--- config.mk ---
export PLATFORM = sky130hd
export DESIGN_NAME = sarc_top
export DESIGN_NICKNAME = d
export VERILOG_FILES = /design/src/rtl/sarc_pkg.sv /design/src/rtl/sarc_sync.sv /design/src/rtl/sarc_ctrl.sv /design/src/rtl/sarc_sar.sv /design/src/rtl/sarc_bus.sv /design/src/rtl/sarc_top.sv
export SDC_FILE = /design/constraint.sdc
export NUM_CORES = 1
export LEC_CHECK = 0
export BUFFER_PORTS_ARGS = -buffer_cell sky130_fd_sc_hd__buf_2
export CAP_MARGIN = 40
export CORE_ASPECT_RATIO = 2
export CORE_MARGIN = 8
export CORE_UTILIZATION = 62
export CTS_BUF_LIST = sky130_fd_sc_hd__clkbuf_2
export CTS_CLUSTER_SIZE = 16
export DETAILED_ROUTE_END_ITERATION = 8
export GPL_TIMING_DRIVEN = 0
export PLACE_DENSITY = 0.83
export SLEW_MARGIN = 30
export SYNTH_ARGS = -nofsm -noshare
export SYNTH_HDL_FRONTEND = slang
export SYNTH_HIERARCHICAL = 1
export SYNTH_SLANG_ARGS = --single-unit
export TNS_END_PERCENT = 100
--- constraint.sdc ---
create_clock -name clk -period 2.9 [get_ports clk]
set_input_delay 0.87 -clock clk [delete_from_list [all_inputs] [get_ports clk]]
set_output_delay 0.87 -clock clk [all_outputs]
set_load 0.01 [all_outputs]
--- src/rtl/sarc_pkg.sv ---
package sarc_pkg;
    typedef enum logic [1:0] {
        ST_IDLE = 2'd0,
        ST_LAG  = 2'd1,
        ST_SAR  = 2'd2,
        ST_HOLD = 2'd3
    } sarc_state_t;

    localparam int SARC_LANE_W = 8;
endpackage

--- src/rtl/sarc_sync.sv ---
module sarc_sync #(
    parameter int             N       = 3,
    parameter logic [N-1:0]   RST_VAL = '0
) (
    input  logic         clk,
    input  logic         rst_n,
    input  logic [N-1:0] din,
    output logic [N-1:0] lvl
);
    for (genvar i = 0; i < N; i++) begin : g_bit
        logic meta_q, stab_q;
        always_ff @(posedge clk or negedge rst_n) begin
            if (!rst_n) begin
                meta_q <= RST_VAL[i];
                stab_q <= RST_VAL[i];
            end else begin
                meta_q <= din[i];
                stab_q <= meta_q;
            end
        end
        assign lvl[i] = stab_q;
    end
endmodule

--- src/rtl/sarc_ctrl.sv ---
module sarc_ctrl
    import sarc_pkg::*;
#(
    parameter int BUSY_LAG   = 2,
    parameter int BIT_CYCLES = 2,
    parameter int DATA_LEAD  = 3
) (
    input  logic        clk,
    input  logic        rst_n,
    input  logic        cs_lvl_n,
    input  logic        rc_lvl,
    input  logic        last_bit,
    output logic        load,
    output logic        step,
    output logic        busy_n,
    output sarc_state_t state
);
    localparam int CNT_MAX = (BUSY_LAG > BIT_CYCLES) ?
                             ((BUSY_LAG > DATA_LEAD) ? BUSY_LAG : DATA_LEAD) :
                             ((BIT_CYCLES > DATA_LEAD) ? BIT_CYCLES : DATA_LEAD);
    localparam int CW = $clog2(CNT_MAX + 1);
    localparam logic [CW-1:0] LAG_END  = CW'(BUSY_LAG - 1);
    localparam logic [CW-1:0] BIT_END  = CW'(BIT_CYCLES - 1);
    localparam logic [CW-1:0] LEAD_END = CW'(DATA_LEAD - 1);

    sarc_state_t   state_q, state_d;
    logic [CW-1:0] cnt_q, cnt_d;
    logic          cs_prev_q, rc_prev_q;
    logic          start;

    // Edge detection on synchronized levels; either line may complete the start
    always_ff @(posedge clk or negedge rst_n) begin
        if (!rst_n) begin
            cs_prev_q <= 1'b1;
            rc_prev_q <= 1'b1;
        end else begin
            cs_prev_q <= cs_lvl_n;
            rc_prev_q <= rc_lvl;
        end
    end

    assign start = (rc_prev_q & ~rc_lvl & ~cs_lvl_n) |
                   (cs_prev_q & ~cs_lvl_n & ~rc_lvl);

    // State register
    always_ff @(posedge clk or negedge rst_n) begin
        if (!rst_n) begin
            state_q <= ST_IDLE;
            cnt_q   <= '0;
        end else begin
            state_q <= state_d;
            cnt_q   <= cnt_d;
        end
    end

    // Next state
    always_comb begin
        state_d = state_q;
        cnt_d   = cnt_q;
        unique case (state_q)
            ST_IDLE: begin
                if (start) begin
                    state_d = ST_LAG;
                    cnt_d   = '0;
                end
            end
            ST_LAG: begin
                if (cnt_q == LAG_END) begin
                    state_d = ST_SAR;
                    cnt_d   = '0;
                end else begin
                    cnt_d = cnt_q + 1'b1;
                end
            end
            ST_SAR: begin
                if (cnt_q == BIT_END) begin
                    cnt_d = '0;
                    if (last_bit) state_d = ST_HOLD;
                end else begin
                    cnt_d = cnt_q + 1'b1;
                end
            end
            ST_HOLD: begin
                if (cnt_q == LEAD_END) begin
                    state_d = ST_IDLE;
                    cnt_d   = '0;
                end else begin
                    cnt_d = cnt_q + 1'b1;
                end
            end
            default: begin
                state_d = ST_IDLE;
                cnt_d   = '0;
            end
        endcase
    end

    // Outputs
    always_comb begin
        load   = 1'b0;
        step   = 1'b0;
        busy_n = 1'b1;
        unique case (state_q)
            ST_IDLE: load = start;
            ST_LAG:  busy_n = 1'b1;
            ST_SAR: begin
                busy_n = 1'b0;
                step   = (cnt_q == BIT_END);
            end
            ST_HOLD: busy_n = 1'b0;
            default: busy_n = 1'b1;
        endcase
    end

    assign state = state_q;

    // a conversion is only ever entered from IDLE, so a start during busy cannot restart it
    p_lag_entry_r5: assert property (@(posedge clk) disable iff (!rst_n)
        (state_q == ST_LAG && $past(state_q) != ST_LAG) |-> $past(state_q) == ST_IDLE);

    // a start seen outside IDLE leaves the state sequence alone
    p_no_restart_r5: assert property (@(posedge clk) disable iff (!rst_n)
        (state_q == ST_SAR && start) |=> (state_q == ST_SAR || state_q == ST_HOLD));
endmodule

--- src/rtl/sarc_sar.sv ---
module sarc_sar #(
    parameter int W = 16
) (
    input  logic         clk,
    input  logic         rst_n,
    input  logic         load,
    input  logic         step,
    input  logic [W-1:0] sample,
    output logic         last_bit,
    output logic         res_wr,
    output logic [W-1:0] result
);
    logic [W-1:0] target_q, acc_q, mask_q, result_q;
    logic [W-1:0] cand, acc_n;

    assign cand     = acc_q | mask_q;
    assign acc_n    = (cand <= target_q) ? cand : acc_q;
    assign last_bit = mask_q[0];
    assign res_wr   = step & mask_q[0];

    always_ff @(posedge clk or negedge rst_n) begin
        if (!rst_n) begin
            target_q <= '0;
            acc_q    <= '0;
            mask_q   <= '0;
            result_q <= '0;
        end else if (load) begin
            // offset-binary target makes the unsigned trial comparison monotonic
            target_q <= {~sample[W-1], sample[W-2:0]};
            acc_q    <= '0;
            mask_q   <= {1'b1, {(W-1){1'b0}}};
        end else if (step) begin
            acc_q  <= acc_n;
            mask_q <= mask_q >> 1;
            if (mask_q[0]) result_q <= {~acc_n[W-1], acc_n[W-2:0]};
        end
    end

    assign result = result_q;

    // exactly one trial bit is live at a time
    p_mask_onehot_r7: assert property (@(posedge clk) disable iff (!rst_n) $onehot0(mask_q));

    // the written code matches the captured target after the final bit
    p_exact_code_r7: assert property (@(posedge clk) disable iff (!rst_n)
        res_wr |=> result_q == {~$past(target_q[W-1]), $past(target_q[W-2:0])});
endmodule

--- src/rtl/sarc_bus.sv ---
module sarc_bus
    import sarc_pkg::*;
#(
    parameter int W = 16
) (
    input  logic [W-1:0] result,
    input  logic         cs_lvl_n,
    input  logic         rc_lvl,
    input  logic         byte_lvl,
    output logic [W-1:0] data,
    output logic         oe
);
    localparam int LW = SARC_LANE_W;
    localparam int NL = W / LW;

    assign oe = ~cs_lvl_n & rc_lvl;

    for (genvar l = 0; l < NL; l++) begin : g_lane
        logic [LW-1:0] straight, swapped;
        assign straight = result[l*LW +: LW];
        assign swapped  = result[(NL-1-l)*LW +: LW];
        assign data[l*LW +: LW] = oe ? (byte_lvl ? swapped : straight) : '0;
    end
endmodule

--- src/rtl/sarc_top.sv ---
module sarc_top
    import sarc_pkg::*;
#(
    parameter int DATA_W     = 16,
    parameter int BUSY_LAG   = 2,
    parameter int BIT_CYCLES = 2,
    parameter int DATA_LEAD  = 3
) (
    input  logic              clk,
    input  logic              rst_n,
    input  logic              cs_n,
    input  logic              rc,
    input  logic              byte_sel,
    input  logic [DATA_W-1:0] sample,
    output logic              busy_n,
    output logic [DATA_W-1:0] bus_data,
    output logic              bus_oe
);
    logic [2:0]        lvl;
    logic              load, step, last_bit, res_wr;
    logic [DATA_W-1:0] result;
    sarc_state_t       state;

    sarc_sync #(.N(3), .RST_VAL(3'b011)) i_sync (
        .clk   (clk),
        .rst_n (rst_n),
        .din   ({byte_sel, rc, cs_n}),
        .lvl   (lvl)
    );

    sarc_ctrl #(
        .BUSY_LAG   (BUSY_LAG),
        .BIT_CYCLES (BIT_CYCLES),
        .DATA_LEAD  (DATA_LEAD)
    ) i_ctrl (
        .clk      (clk),
        .rst_n    (rst_n),
        .cs_lvl_n (lvl[0]),
        .rc_lvl   (lvl[1]),
        .last_bit (last_bit),
        .load     (load),
        .step     (step),
        .busy_n   (busy_n),
        .state    (state)
    );

    sarc_sar #(.W(DATA_W)) i_sar (
        .clk      (clk),
        .rst_n    (rst_n),
        .load     (load),
        .step     (step),
        .sample   (sample),
        .last_bit (last_bit),
        .res_wr   (res_wr),
        .result   (result)
    );

    sarc_bus #(.W(DATA_W)) i_bus (
        .result   (result),
        .cs_lvl_n (lvl[0]),
        .rc_lvl   (lvl[1]),
        .byte_lvl (lvl[2]),
        .data     (bus_data),
        .oe       (bus_oe)
    );

    // a deselected chip never drives the bus
    p_hiz_cs_r3: assert property (@(posedge clk) disable iff (!rst_n) lvl[0] |-> !bus_oe);

    // the result is written while busy is low and busy stays low the cycle after
    p_write_busy_r4: assert property (@(posedge clk) disable iff (!rst_n) res_wr |-> !busy_n);
    p_lead_busy_r4: assert property (@(posedge clk) disable iff (!rst_n) res_wr |=> !busy_n);

    // the output register only moves during the held part of a conversion
    p_result_quiet_r8: assert property (@(posedge clk) disable iff (!rst_n)
        (busy_n && state == ST_IDLE) |=> $stable(result));
endmodule

Yosys cells after proc, flatten, opt, wreduce, memory -nomap -nowiden
Index checks and enable logic that the tools add are counted.
Widths: inputs -> output; s select.
- register bits: 76
- bits of input ports: 21
- word-level logic and storage cells: 66
- output and inout bits: 18
- eq/ne operators: 10
- bitwise logic cells: 12
- muxes and demuxes: 22
- add/subtract/negate cells: 1
- reduce and logical (&&, ||, !) cells: 6
- magnitude comparators: 1
- operator list (cell ; count):
    $mux 16 ; 5
    $mux 8 ; 4
    $le 16x16->1 ; 1
    $mux 2 ; 8
    $or 16x16->16 ; 1
    $ne 2x1->1 const B ; 5
    $pmux 2 s4 ; 1
    $eq 2x2->1 const B ; 3
    $pmux 2 s3 ; 1
    $and 1x1->1 ; 5
    $not 1->1 ; 5
    $reduce_and 5->1 ; 1
    $eq 2x1->1 const B ; 2
    $reduce_or 2->1 ; 2
    $mux 1 ; 3
    $reduce_and 3->1 ; 1
    $add 2x1->2 const B ; 1
    $logic_not 2->1 ; 1
    $reduce_bool 2->1 ; 1
    $or 1x1->1 ; 1

Depth between registers and ports, before layout
Gate-level depths: netlist (run 1).
- word-level depth: 7
- depth in mapped cells: 10

By module
Netlist (run 1), hierarchy kept.
- modules (own cells, without submodules) (module ; area an instance (µm²) ; cells each ; seq. area each (µm²) ; instances):
    sarc_sar ; 3286.9 ; 318 ; 1601.5 ; 1
    sarc_ctrl ; 401.6 ; 34 ; 152.6 ; 1
    sarc_bus ; 277.8 ; 38 ; 0.0 ; 1
    sarc_sync ; 177.7 ; 9 ; 155.1 ; 1

Least setup slack after synthesis (run 1)
No wires, ideal clock.
- path type: register to register
- start point: register i_sar.mask_q[13]
- end point: register i_sar.result_q[0], in the netlist i_sar/result[0]
- arrival time: 2.212 ns
- setup time: 0.135 ns
- cell stages (with the launch flop): 8
- clock period less this slack: 2.347 ns
- path slack: 0.553 ns
- path buffers: 1
- cells stage by stage: dfrtp_1 -> or2_2 -> ha_1 -> nand4_2 -> a2111o_1 -> a311oi_4 -> buf_6 -> a22oi_1
- longest elaborated chain between the ends: 3
- ends and longest elaborated chain (what ; RTL line ; source):
    start: declaration ; sarc_sar.sv:13 ; logic [W-1:0] target_q, acc_q, mask_q, result_q;
    start signal: assignment ; sarc_sar.sv:31 ; mask_q <= {1'b1, {(W-1){1'b0}}};
    start signal: assignment ; sarc_sar.sv:34 ; mask_q <= mask_q >> 1;
    $or 16x16->16 ; sarc_sar.sv:16 ; assign cand = acc_q | mask_q;
    $le 16x16->1 ; sarc_sar.sv:17 ; assign acc_n = (cand <= target_q) ? cand : acc_q;
    $mux 16 ; sarc_sar.sv:17 ;
    end signal: assignment ; sarc_sar.sv:35 ; if (mask_q[0]) result_q <= {~acc_n[W-1], acc_n[W-2:0]};
    end: declaration ; sarc_sar.sv:13 ;
No other way between the ends.
A chain may end at the register's enable or synchronous reset.

Worst setup path in the final report (run 1)
- start point: register i_sync.g_bit[1].stab_q
- end point: output bus_data[11]
- longest elaborated chain between the ends: 2
- ends and longest elaborated chain (what ; RTL line ; source):
    start: declaration ; sarc_sync.sv:11 ; logic meta_q, stab_q;
    start signal: assignment ; sarc_sync.sv:15 ; stab_q <= RST_VAL[i];
    start signal: assignment ; sarc_sync.sv:18 ; stab_q <= meta_q;
    $and 1x1->1 ; sarc_bus.sv:16 ; assign oe = ~cs_lvl_n & rc_lvl;
    $mux 8 ; sarc_bus.sv:22 ; assign data[l*LW +: LW] = oe ? (byte_lvl ? swapped : straight) : '0;
    end: declaration ; sarc_top.sv:16 ; output logic [DATA_W-1:0] bus_data,
No other way between the ends.

==> results of run 1 <==
-- routing by layer --
metal,share of wire [%],wire length [um],GRT usage (%),vias to the layer above
met4,3.7,361,12.9,0
met2,57,5470,38.3,74
met3,4.1,394,4.27,22
met5,0,0,0,-
met1,36,3430,21.6,1505
li1,-,-,-,1492
-- how the worst max path moves through the flow --
| stage | from | end | slack (ns) | cells after the start |
|---|---|---|---|---|
| global placement | i_sar/mask_q[10] | i_sar/result[0] | 0.28 | 7 |
| finish | i_sync/g_bit[1].stab_q | bus_data[11] | 0.14 | 6 |
| detailed placement | i_sar/mask_q[9] | i_sar/result[9] | 0.22 | 7 |
| CTS | i_sync/g_bit[0].stab_q | bus_data[11] | 0.1 | 6 |
| global route | i_sync/g_bit[0].stab_q | bus_data[11] | 0.002 | 6 |
| floorplan | i_sar/mask_q[13] | i_sar/result[0] | 0.55 | 7 |
-- placed cells by master (no fill, tap or decap), types with 16 or more instances in the layout --
cell type / Yosys / final
dfrtp_1: 70 / 70
buf_2: 5 / 42
nand2_1: 19 / 19
ha_1: 21 / 21
nand3b_1: 16 / 16
o21ai_0: 17 / 17
inv_1: 38 / 38
nor2_1: 40 / 40
mux2i_1: 45 / 45
a21oi_1: 23 / 23
-- cell type report --
| class | count | area, sq um |
|---|---|---|
| fillers | 512 | 1960 |
| multi-input cells | 258 | 1940 |
| flip-flops and latches | 76 | 1910 |
| repair buffers | 39 | 220 |
| plain buffers | 27 | 159 |
| inverters | 38 | 143 |
| well taps | 88 | 110 |
| clock inverters | 6 | 78.8 |
| clock buffers | 10 | 50.0 |
-- Yosys cell counts (all sizes together), types with 2 or more instances --
cell type and count:
nand4b 15, o221ai 15, nand4 4, buf 13, mux2i 45, or2 15, nand2b 3, dfrtp 70
nand3b 16, nor2 40, a21oi 23, ha 21, nor2b 2, inv 38, nand3 2, mux2 4
dfstp 6, nand2 19, clkbuf 14, o21ai 17
-- cell families after synthesis --
logic type      Yosys count
fa+ha+maj                21
flops                    76
simple gates            121
compound gates           67
mux                      49
buf+inv                  65
-- through the flow --
| step | power, uW | instance area [sq um] | setup slack (ns) |
|---|---|---|---|
| floorplan | 2410 | 4140 | 0.553 |
| global placement | 2700 | 4440 | 0.276 |
| detailed placement | 2800 | 4470 | 0.217 |
| CTS | 3440 | 4600 | 0.0958 |
| global route | 3660 | 4610 | 0.00166 |
| finish | 3430 | 4610 | 0.140 |
-- report_power, final --
group	leakage (uW)	internal, uW	switching [uW]
Combinational	0.00122	545	824
Sequential	0.000992	1270	145
Clock	0.0000831	282	356
-- flip-flops by register name (all words and copies together), names as in the netlist, 2 cells and up --
name / count
i_ctrl/cnt_q: 2
i_ctrl/state: 2
i_sar/acc_q: 16
i_sar/mask_q: 16
i_sar/result: 16
i_sar/target_q: 16
i_sync/g_bit.meta_q: 3
i_sync/g_bit.stab_q: 3
-- what timing repair did --
item | 4_1_cts | 5_1_grt
resized for setup | 0 | 1
endpoints found under the setup margin | 0 | 3
hold buffers | 0 | 0
==> impl_metrics.env, run 1 <==
export IMPL_maxCapViolations=0
export IMPL_synthToLayoutAreaGrowth_pct=11.2
export IMPL_clk_pin_slew_ns=0.22
export IMPL_rrSetupSlack_ns=0.20
export IMPL_synth_cell_type_count=45
export IMPL_worstReg2RegEnd="i_sar/result[9]"
export IMPL_synth_fa_ha_area_share_pct=6.34
export IMPL_cp_start_kind="flip-flop"
export IMPL_cp_arrival_ns=1.89
export IMPL_syn_num_nets=441
export IMPL_synth_compound_area_share_pct=11.4
export IMPL_final_nets=491
export IMPL_finalSetupTns_ns=0
export IMPL_cts_tree="yes"
export IMPL_status="finished clean"
export IMPL_grt_pass1_wl_um=16000
export IMPL_root_buffer="clkbuf_2"
export IMPL_synth_top_area_share_pct=42.3
export IMPL_ys_ff_latch=76
export IMPL_overflow=0
export IMPL_routed_via_density=5.71
export IMPL_finalCriticalPeriod_ns=2.76
export IMPL_synthMuxAreaShare_pct=12.1
export IMPL_r2r_start="i_sar/mask_q[13]"
export IMPL_cts_sinks=76
export IMPL_rows=42
export IMPL_rsz0062_at_grt="no"
export IMPL_cts_buffer_depth=2
export IMPL_synthTopCellsByArea="dfrtp_1 (42%), mux2i_1 (11%), ha_1 (6.3%), dfstp_2 (3.8%), nor2_1 (3.6%)"
export IMPL_cpPeakStageDelay_ns=0.57
export IMPL_h_tree_depth=3
export IMPL_dp_cells=526
export IMPL_syn_inst=399
export IMPL_cpLargestDelayFamily="buffers and inverters"
export IMPL_cp_required_ns=2.03
export IMPL_path_common_cell="buf_2"
export IMPL_endpoint_kind="primary output"
export IMPL_core_sq_um=6570
export IMPL_ys_flop_type="dfrtp_1"
export IMPL_vias=3093
export IMPL_die_area_sq_um=9710
export IMPL_p_leak_uw=0.00230
export IMPL_ir_drop_uv=506
export IMPL_final_cells=542
export IMPL_yosysTopAreaCell="dfrtp_1"
export IMPL_wl_um=9650
export IMPL_portBuffers=38
export IMPL_yosys_warnings=6
export IMPL_async_flop_share_pct=100
export IMPL_critPathBufInv=4
export IMPL_syn_cell_area_sq_um=4140
export IMPL_ys_seq_area_share_pct=46.1
export IMPL_fin_util_pct=70.2
export IMPL_synth_xor_area_share_pct=0
export IMPL_max_slew_margin_pct=58.1
export IMPL_maxSlewViolCount=0
export IMPL_cp_cell_sequence="buf_4, nand2b_1, buf_2, buf_6, nor2_1, buf_2"
export IMPL_avgSynthCellArea_sq_um=10.4
export IMPL_hold_viol_final=0
export IMPL_path_class="reg2out"
export IMPL_drt_pass1_iter_count=4
export IMPL_fin_skew_ns=0.0364
export IMPL_post_route_period_util_pct=95.2
export IMPL_cts_made_buffers=9
export IMPL_rr_worst_depth=7
export IMPL_antenna_found_initial=0
export IMPL_cts_setup_buffers=0
export IMPL_drtIter0Drc=213
export IMPL_insertedDiodeCount=0
export IMPL_synth_top_family_by_area="simple AND/OR/NAND/NOR gates"
export IMPL_drc=0
export IMPL_hpwl_um=7590
export IMPL_clk_latency_ns=0.55
export IMPL_io_pin_count=39
export IMPL_drive_gt1_share_pct=22.0
export IMPL_die_x_um=73.8
export IMPL_worstMarginPinSlew_ns=0.624
export IMPL_detail_route_antenna_nets=0
export IMPL_wl_per_cell_um=17.8
export IMPL_gp_congestion=0.895
export IMPL_grt_start_max_net_pins=47
export IMPL_hold_class="in2async"
export IMPL_synth_edf_count=0
export IMPL_start_util_pct=63.1
export IMPL_setup_viol=0
export IMPL_synthSimpleGateAreaFrac_pct=16.8
export IMPL_grt_pass1_vias=3252
export IMPL_critPathSlowestCell="dfstp_2"
export IMPL_holdWs_ns=0.247
export IMPL_clock_fmax_mhz=362
export IMPL_grtUsageTotal_pct=21.5
export IMPL_cp_max_fo=10
export IMPL_powerDensity_nw_per_um2=744
export IMPL_dieHeight_um=132
Note: power is estimated with default switching activity, not from simulation.
==> run 2, diff against run 1 <==
--- a/config.mk
+++ b/config.mk
@@ -5,7 +5,7 @@
 export SDC_FILE = /design/constraint.sdc
 export NUM_CORES = 1
 export LEC_CHECK = 0
-export BUFFER_PORTS_ARGS = -buffer_cell sky130_fd_sc_hd__buf_2
+export BUFFER_PORTS_ARGS = -buffer_cell sky130_fd_sc_hd__clkbuf_2
 export CAP_MARGIN = 40
 export CORE_ASPECT_RATIO = 2
 export CORE_MARGIN = 8
@@ -14,7 +14,7 @@
 export CTS_CLUSTER_SIZE = 16
 export DETAILED_ROUTE_END_ITERATION = 8
 export GPL_TIMING_DRIVEN = 0
-export PLACE_DENSITY = 0.83
+export PLACE_DENSITY = 0.87
 export SLEW_MARGIN = 30
 export SYNTH_ARGS = -nofsm -noshare
 export SYNTH_HDL_FRONTEND = slang
==> impl_metrics.env, run 2 (synthesized netlist as in run 1, its figures left out) <==
export IMPL_dieHeight_um=132
export IMPL_drt_pass1_iter_count=4
export IMPL_ir_drop_uv=423
export IMPL_gp_congestion=0.903
export IMPL_wl_per_cell_um=17.4
export IMPL_layout_common_cells="dfrtp_1 (70), clkbuf_2 (49), mux2i_1 (45)"
export IMPL_fin_skew_ns=0.0222
export IMPL_grt_pass1_wl_um=15300
export IMPL_maxSlewViolCount=0
export IMPL_finalSetupTns_ns=0
export IMPL_grt_pass1_vias=3227
export IMPL_hpwl_um=7410
export IMPL_cp_required_ns=2.03
export IMPL_cts_buffer_depth=2
export IMPL_cpPeakStageDelay_ns=0.57
export IMPL_drtIter0Drc=208
export IMPL_endpoint_kind="primary output"
export IMPL_ctsResizeCount=0
export IMPL_final_nets=492
export IMPL_h_tree_depth=3
export IMPL_path_class="reg2out"
export IMPL_cts_setup_buffers=0
export IMPL_grt_start_max_net_pins=45
export IMPL_root_buffer="clkbuf_2"
export IMPL_post_route_period_util_pct=95.3
export IMPL_finalCriticalPeriod_ns=2.76
export IMPL_detail_route_antenna_nets=0
export IMPL_cts_made_buffers=9
export IMPL_rows=42
export IMPL_hold_viol_final=0
export IMPL_wl_um=9470
export IMPL_critPathSlowestCell="dfstp_2"
export IMPL_clock_fmax_mhz=362
export IMPL_grtUsageTotal_pct=20.5
export IMPL_vias=3122
export IMPL_maxCapViolations=0
export IMPL_routed_via_density=5.74
export IMPL_drive_gt1_share_pct=22.2
export IMPL_start_util_pct=63.1
export IMPL_clk_pin_slew_ns=0.21
export IMPL_max_slew_margin_pct=59.2
export IMPL_synthToLayoutAreaGrowth_pct=9.99
export IMPL_drc=0
export IMPL_cts_tree="yes"
export IMPL_p_leak_uw=0.00226
export IMPL_antenna_found_initial=1
export IMPL_rsz0062_at_grt="no"
export IMPL_fill_cells=499
export IMPL_clk_latency_ns=0.53
export IMPL_hold_buffers=0
export IMPL_status="finished clean"
export IMPL_powerDensity_nw_per_um2=713
export IMPL_finalPower_uw=3250
export IMPL_io_pin_count=39
export IMPL_final_common_cell="dfrtp_1"
export IMPL_cp_max_fo=10
export IMPL_die_area_sq_um=9710
export IMPL_overflow=0
export IMPL_hold_class="in2async"
export IMPL_cp_arrival_ns=1.89
export IMPL_worstMarginPinSlew_ns=0.608
export IMPL_die_x_um=73.8
export IMPL_fin_util_pct=69.4
export IMPL_portBuffers=38
export IMPL_cts_sinks=76
export IMPL_cp_start_kind="flip-flop"
export IMPL_setup_viol=0
export IMPL_core_sq_um=6570
export IMPL_cp_cell_sequence="buf_4, nand2b_1, buf_2, buf_6, nor2_2, clkbuf_2"
-- run 2: changes by cell type in the layout (fill, tap and decap cells not counted), sizes merged --
cell      before  now
clkbuf        24   63
buf           52   14
bufinv         2    0
clkinv         4    5
clkinvlp       0    1
diode          0    1
-- run 2: final timing paths --
path / start / endpoint / slack (ns) / cells past startpoint
max in group asynchronous: rst_n / i_ctrl/cs_prev_q / 1.98 / 2
worst max-delay path: i_sync/g_bit[1].stab_q / bus_data[11] / 0.14 / 6
worst min-delay path: rst_n / i_ctrl/state[0] / 0.29 / 1
min in group clk: i_sync/g_bit[1].meta_q / i_sync/g_bit[1].stab_q / 0.37 / 0
worst min register to register: i_sync/g_bit[1].meta_q / i_sync/g_bit[1].stab_q / 0.37 / 0
worst max register to register: i_sar/mask_q[10] / i_sar/result[12] / 0.23 / 7
-- run 2: layer usage --
metal	vias up	GRT usage, %	share of wire [%]	wire (um)
li1	1496	-	-	-
met1	1518	19.2	35	3360
met2	82	36.8	55	5230
met3	26	4.80	4.1	391
met4	0	13.9	5.1	484
met5	-	0	0	0
-- run 2: stage by stage --
step / area [sq um] / std cells / hold slack (ns) / setup WS (ns)
after floorplan: 4140 / 399 / 0.331 / 0.553
after global placement: 4440 / 525 / 0.335 / 0.303
after detailed placement: 4470 / 526 / 0.339 / 0.210
after CTS: 4550 / 542 / 0.255 / 0.0778
after global routing: 4560 / 544 / 0.267 / 0.0163
final: 4560 / 544 / 0.294 / 0.135
-- run 2: power by group --
part	total (uW)	internal [uW]	leakage [uW]	switching [uW]
sequential	1420	1270	0.000992	141
combinational	1360	541	0.00121	822
clock	470	107	0.0000589	363
total	3250	1920	0.00226	1330
-- run 2: critical path: cells and delay by family, from the launching register on --
family	cells	cell delay [ns]
flops	1	0.57
simple gates	2	0.18
buf+inv	4	0.61
-- run 2: cell type report --
type	instances	area [sq um]	area share, %
Buffer	27	159	3.49
Timing Repair Buffer	40	218	4.78
Tap cell	88	110	2.42
Multi-Input combinational cell	258	1940	42.5
Sequential cell	76	1910	41.9
Inverter	38	143	3.13
Antenna cell	1	2.50	0.0549
Clock buffer	10	50.0	1.10
Clock inverter	6	31.3	0.686
==> run 3, diff against run 2 <==
--- a/config.mk
+++ b/config.mk
@@ -5,19 +5,20 @@
 export SDC_FILE = /design/constraint.sdc
 export NUM_CORES = 1
 export LEC_CHECK = 0
+export ABC_AREA = 1
 export BUFFER_PORTS_ARGS = -buffer_cell sky130_fd_sc_hd__clkbuf_2
 export CAP_MARGIN = 40
 export CORE_ASPECT_RATIO = 2
 export CORE_MARGIN = 8
-export CORE_UTILIZATION = 62
+export CORE_UTILIZATION = 61
 export CTS_BUF_LIST = sky130_fd_sc_hd__clkbuf_2
+export CTS_CLUSTER_DIAMETER = 60
 export CTS_CLUSTER_SIZE = 16
 export DETAILED_ROUTE_END_ITERATION = 8
 export GPL_TIMING_DRIVEN = 0
-export PLACE_DENSITY = 0.87
+export PLACE_DENSITY = 0.86
 export SLEW_MARGIN = 30
 export SYNTH_ARGS = -nofsm -noshare
 export SYNTH_HDL_FRONTEND = slang
-export SYNTH_HIERARCHICAL = 1
 export SYNTH_SLANG_ARGS = --single-unit
 export TNS_END_PERCENT = 100
==> impl_metrics.env, run 3 <==
export IMPL_final_common_cell="nand2_1"
export IMPL_hpwl_um=6920
export IMPL_cp_arrival_ns=1.92
export IMPL_die_area_sq_um=9430
export IMPL_portBuffers=38
export IMPL_fin_skew_ns=0.0163
export IMPL_rows=41
export IMPL_dieHeight_um=130
export IMPL_cts_buffer_depth=2
export IMPL_synthSimpleGateAreaFrac_pct=23.9
export IMPL_synthToLayoutAreaGrowth_pct=11.7
export IMPL_rr_worst_depth=11
export IMPL_syn_num_nets=489
export IMPL_gp_congestion=0.850
export IMPL_vias=3201
export IMPL_path_class="reg2out"
export IMPL_start_util_pct=62.9
export IMPL_async_flop_share_pct=100
export IMPL_synth_fa_ha_area_share_pct=6.68
export IMPL_finalCriticalPeriod_ns=2.79
export IMPL_worstMarginPinSlew_ns=0.617
export IMPL_cts_tree="yes"
export IMPL_clk_latency_ns=0.53
export IMPL_drt_pass1_iter_count=4
export IMPL_rrSetupSlack_ns=0.79
export IMPL_postLayoutCellArea_sq_um=4400
export IMPL_ys_flop_type="dfrtp_1"
export IMPL_crit_start="i_sync.g_bit[1].stab_q"
export IMPL_io_pin_count=39
export IMPL_synthMuxAreaShare_pct=0
export IMPL_synth_cell_type_count=35
export IMPL_synthTopCellsByCount="nand2_1 (115), dfrtp_1 (70), inv_1 (58)"
export IMPL_dp_cells=572
export IMPL_cpPeakStageDelay_ns=0.60
export IMPL_synthTopCellsByArea="dfrtp_1 (45%), nand2_1 (11%), ha_1 (6.7%), inv_1 (5.5%), nand3_1 (4.8%)"
export IMPL_post_route_period_util_pct=96.2
export IMPL_clk_pin_slew_ns=0.19
export IMPL_cts_sinks=76
export IMPL_cp_cell_sequence="inv_1, nor2_4, inv_2, clkbuf_4, a21oi_1, clkbuf_2"
export IMPL_maxCapViolations=0
export IMPL_hold_class="in2async"
export IMPL_ys_ff_latch=76
export IMPL_final_nets=538
export IMPL_maxSlewViolCount=0
export IMPL_drtIter0Drc=230
export IMPL_grt_pass1_wl_um=14600
export IMPL_synth_edf_count=0
export IMPL_drive_gt1_share_pct=22.8
export IMPL_wl_um=8810
export IMPL_finalSetupTns_ns=0
export IMPL_yosysTopAreaCell="dfrtp_1"
export IMPL_synth_top_area_share_pct=44.5
export IMPL_detail_route_antenna_nets=0
export IMPL_status="finished clean"
export IMPL_endpoint_kind="primary output"
export IMPL_final_cells=588
export IMPL_ys_seq_area_share_pct=48.5
export IMPL_cp_required_ns=2.03
export IMPL_cts_made_buffers=9
export IMPL_grt_pass1_vias=3225
export IMPL_wl_per_cell_um=15.0
export IMPL_routed_via_density=5.44
export IMPL_h_tree_depth=3
export IMPL_finalPower_uw=3610
export IMPL_grt_start_max_net_pins=45
export IMPL_avgSynthCellArea_sq_um=8.81
export IMPL_overflow=0
export IMPL_core_sq_um=6260
export IMPL_ir_drop_uv=480
export IMPL_syn_cell_area_sq_um=3940
export IMPL_layout_common_cells="nand2_1 (115), dfrtp_1 (70), inv_1 (57)"
export IMPL_max_slew_margin_pct=58.8
export IMPL_cp_start_kind="flip-flop"
export IMPL_yosys_warnings=0
export IMPL_grtUsageTotal_pct=20.2
export IMPL_worstReg2RegEnd="i_sar.result[10]"
export IMPL_yosysMostFrequentCell="nand2_1"
export IMPL_syn_inst=447
export IMPL_cp_max_fo=10
export IMPL_die_x_um=72.8
export IMPL_antenna_found_initial=1
export IMPL_placed_cell_area_sq_um=4260
export IMPL_hold_viol_final=0
export IMPL_r2r_start="i_sar.mask_q[14]"
export IMPL_synth_top_family_by_area="simple AND/OR/NAND/NOR gates"
export IMPL_cts_setup_buffers=0
export IMPL_p_leak_uw=0.00228
export IMPL_rsz0062_at_grt="no"
export IMPL_powerDensity_nw_per_um2=822
export IMPL_critPathSlowestCell="dfstp_2"
export IMPL_setup_viol=0
export IMPL_synth_compound_area_share_pct=12.0
export IMPL_synth_xor_area_share_pct=0
export IMPL_root_buffer="clkbuf_2"
export IMPL_drc=0
export IMPL_clock_fmax_mhz=358
export IMPL_holdWs_ns=0.343
[run 3: worst max-delay path by stage]
stage / endpoint / slack [ns] / cells after the start
finish: bus_data[3] / 0.11 / 6
global placement: i_sync.g_bit[2].stab_q / 0.38 / 1
CTS: bus_data[3] / 0.001 / 6
global route: bus_data[3] / 0.009 / 5
floorplan: bus_data[10] / 0.65 / 5
detailed placement: bus_data[3] / 0.41 / 6
[run 3: power by group]
part / internal [uW] / switching, uW / leakage, uW
Combinational: 581 / 1030 / 0.00120
Sequential: 1280 / 96.6 / 0.000990
Clock: 282 / 351 / 0.0000831
Total: 2140 / 1480 / 0.00228
[run 3: layout make-up]
type,instances,area [sq um]
Clock inverter,6,78.8
Clock buffer,10,50.0
Fill cell,517,1860
Antenna cell,1,2.50
Tap cell,86,108
Sequential cell,76,1910
Timing Repair Buffer,39,213
Inverter,63,236
Multi-Input combinational cell,292,1690
Buffer,15,115
[run 3: metal layers]
metal	GRT usage, %	wire length (um)	up-vias
met4	13.4	382	0
li1	-	-	1563
met2	35.9	4810	95
met5	0	0	-
met1	20.1	3200	1515
met3	4.57	417	28
[run 3: stage by stage]
step	utilization [%]	setup slack [ns]
floorplan	-	0.649
global placement	67.7	0.382
detailed placement	68.0	0.414
CTS	70.2	0.00108
global route	70.3	0.00895
finish	70.3	0.110
[run 3: cells by family (layout without fill, tap and decap cells)]
| family | Yosys count | in the layout |
|---|---|---|
| other cells | 0 | 1 |
| compound gates | 82 | 82 |
| buf+inv | 79 | 133 |
| fa+ha+maj | 21 | 21 |
| simple gates | 189 | 189 |
| flops | 76 | 76 |
[run 3: critical path, delay by kind of cell (launching register included)]
| kind | cells | cell delay (ns) |
|---|---|---|
| AO/OA/AOI/OAI | 1 | 0.16 |
| buffers and inverters | 4 | 0.49 |
| flip-flops | 1 | 0.60 |
| AND/OR/NAND/NOR | 1 | 0.14 |
[run 3: timing repair]
item,CTS,global route
pin swaps,0,0
hold buffers,0,0
gates resized for setup,4,5
setup endpoints to repair,11,12
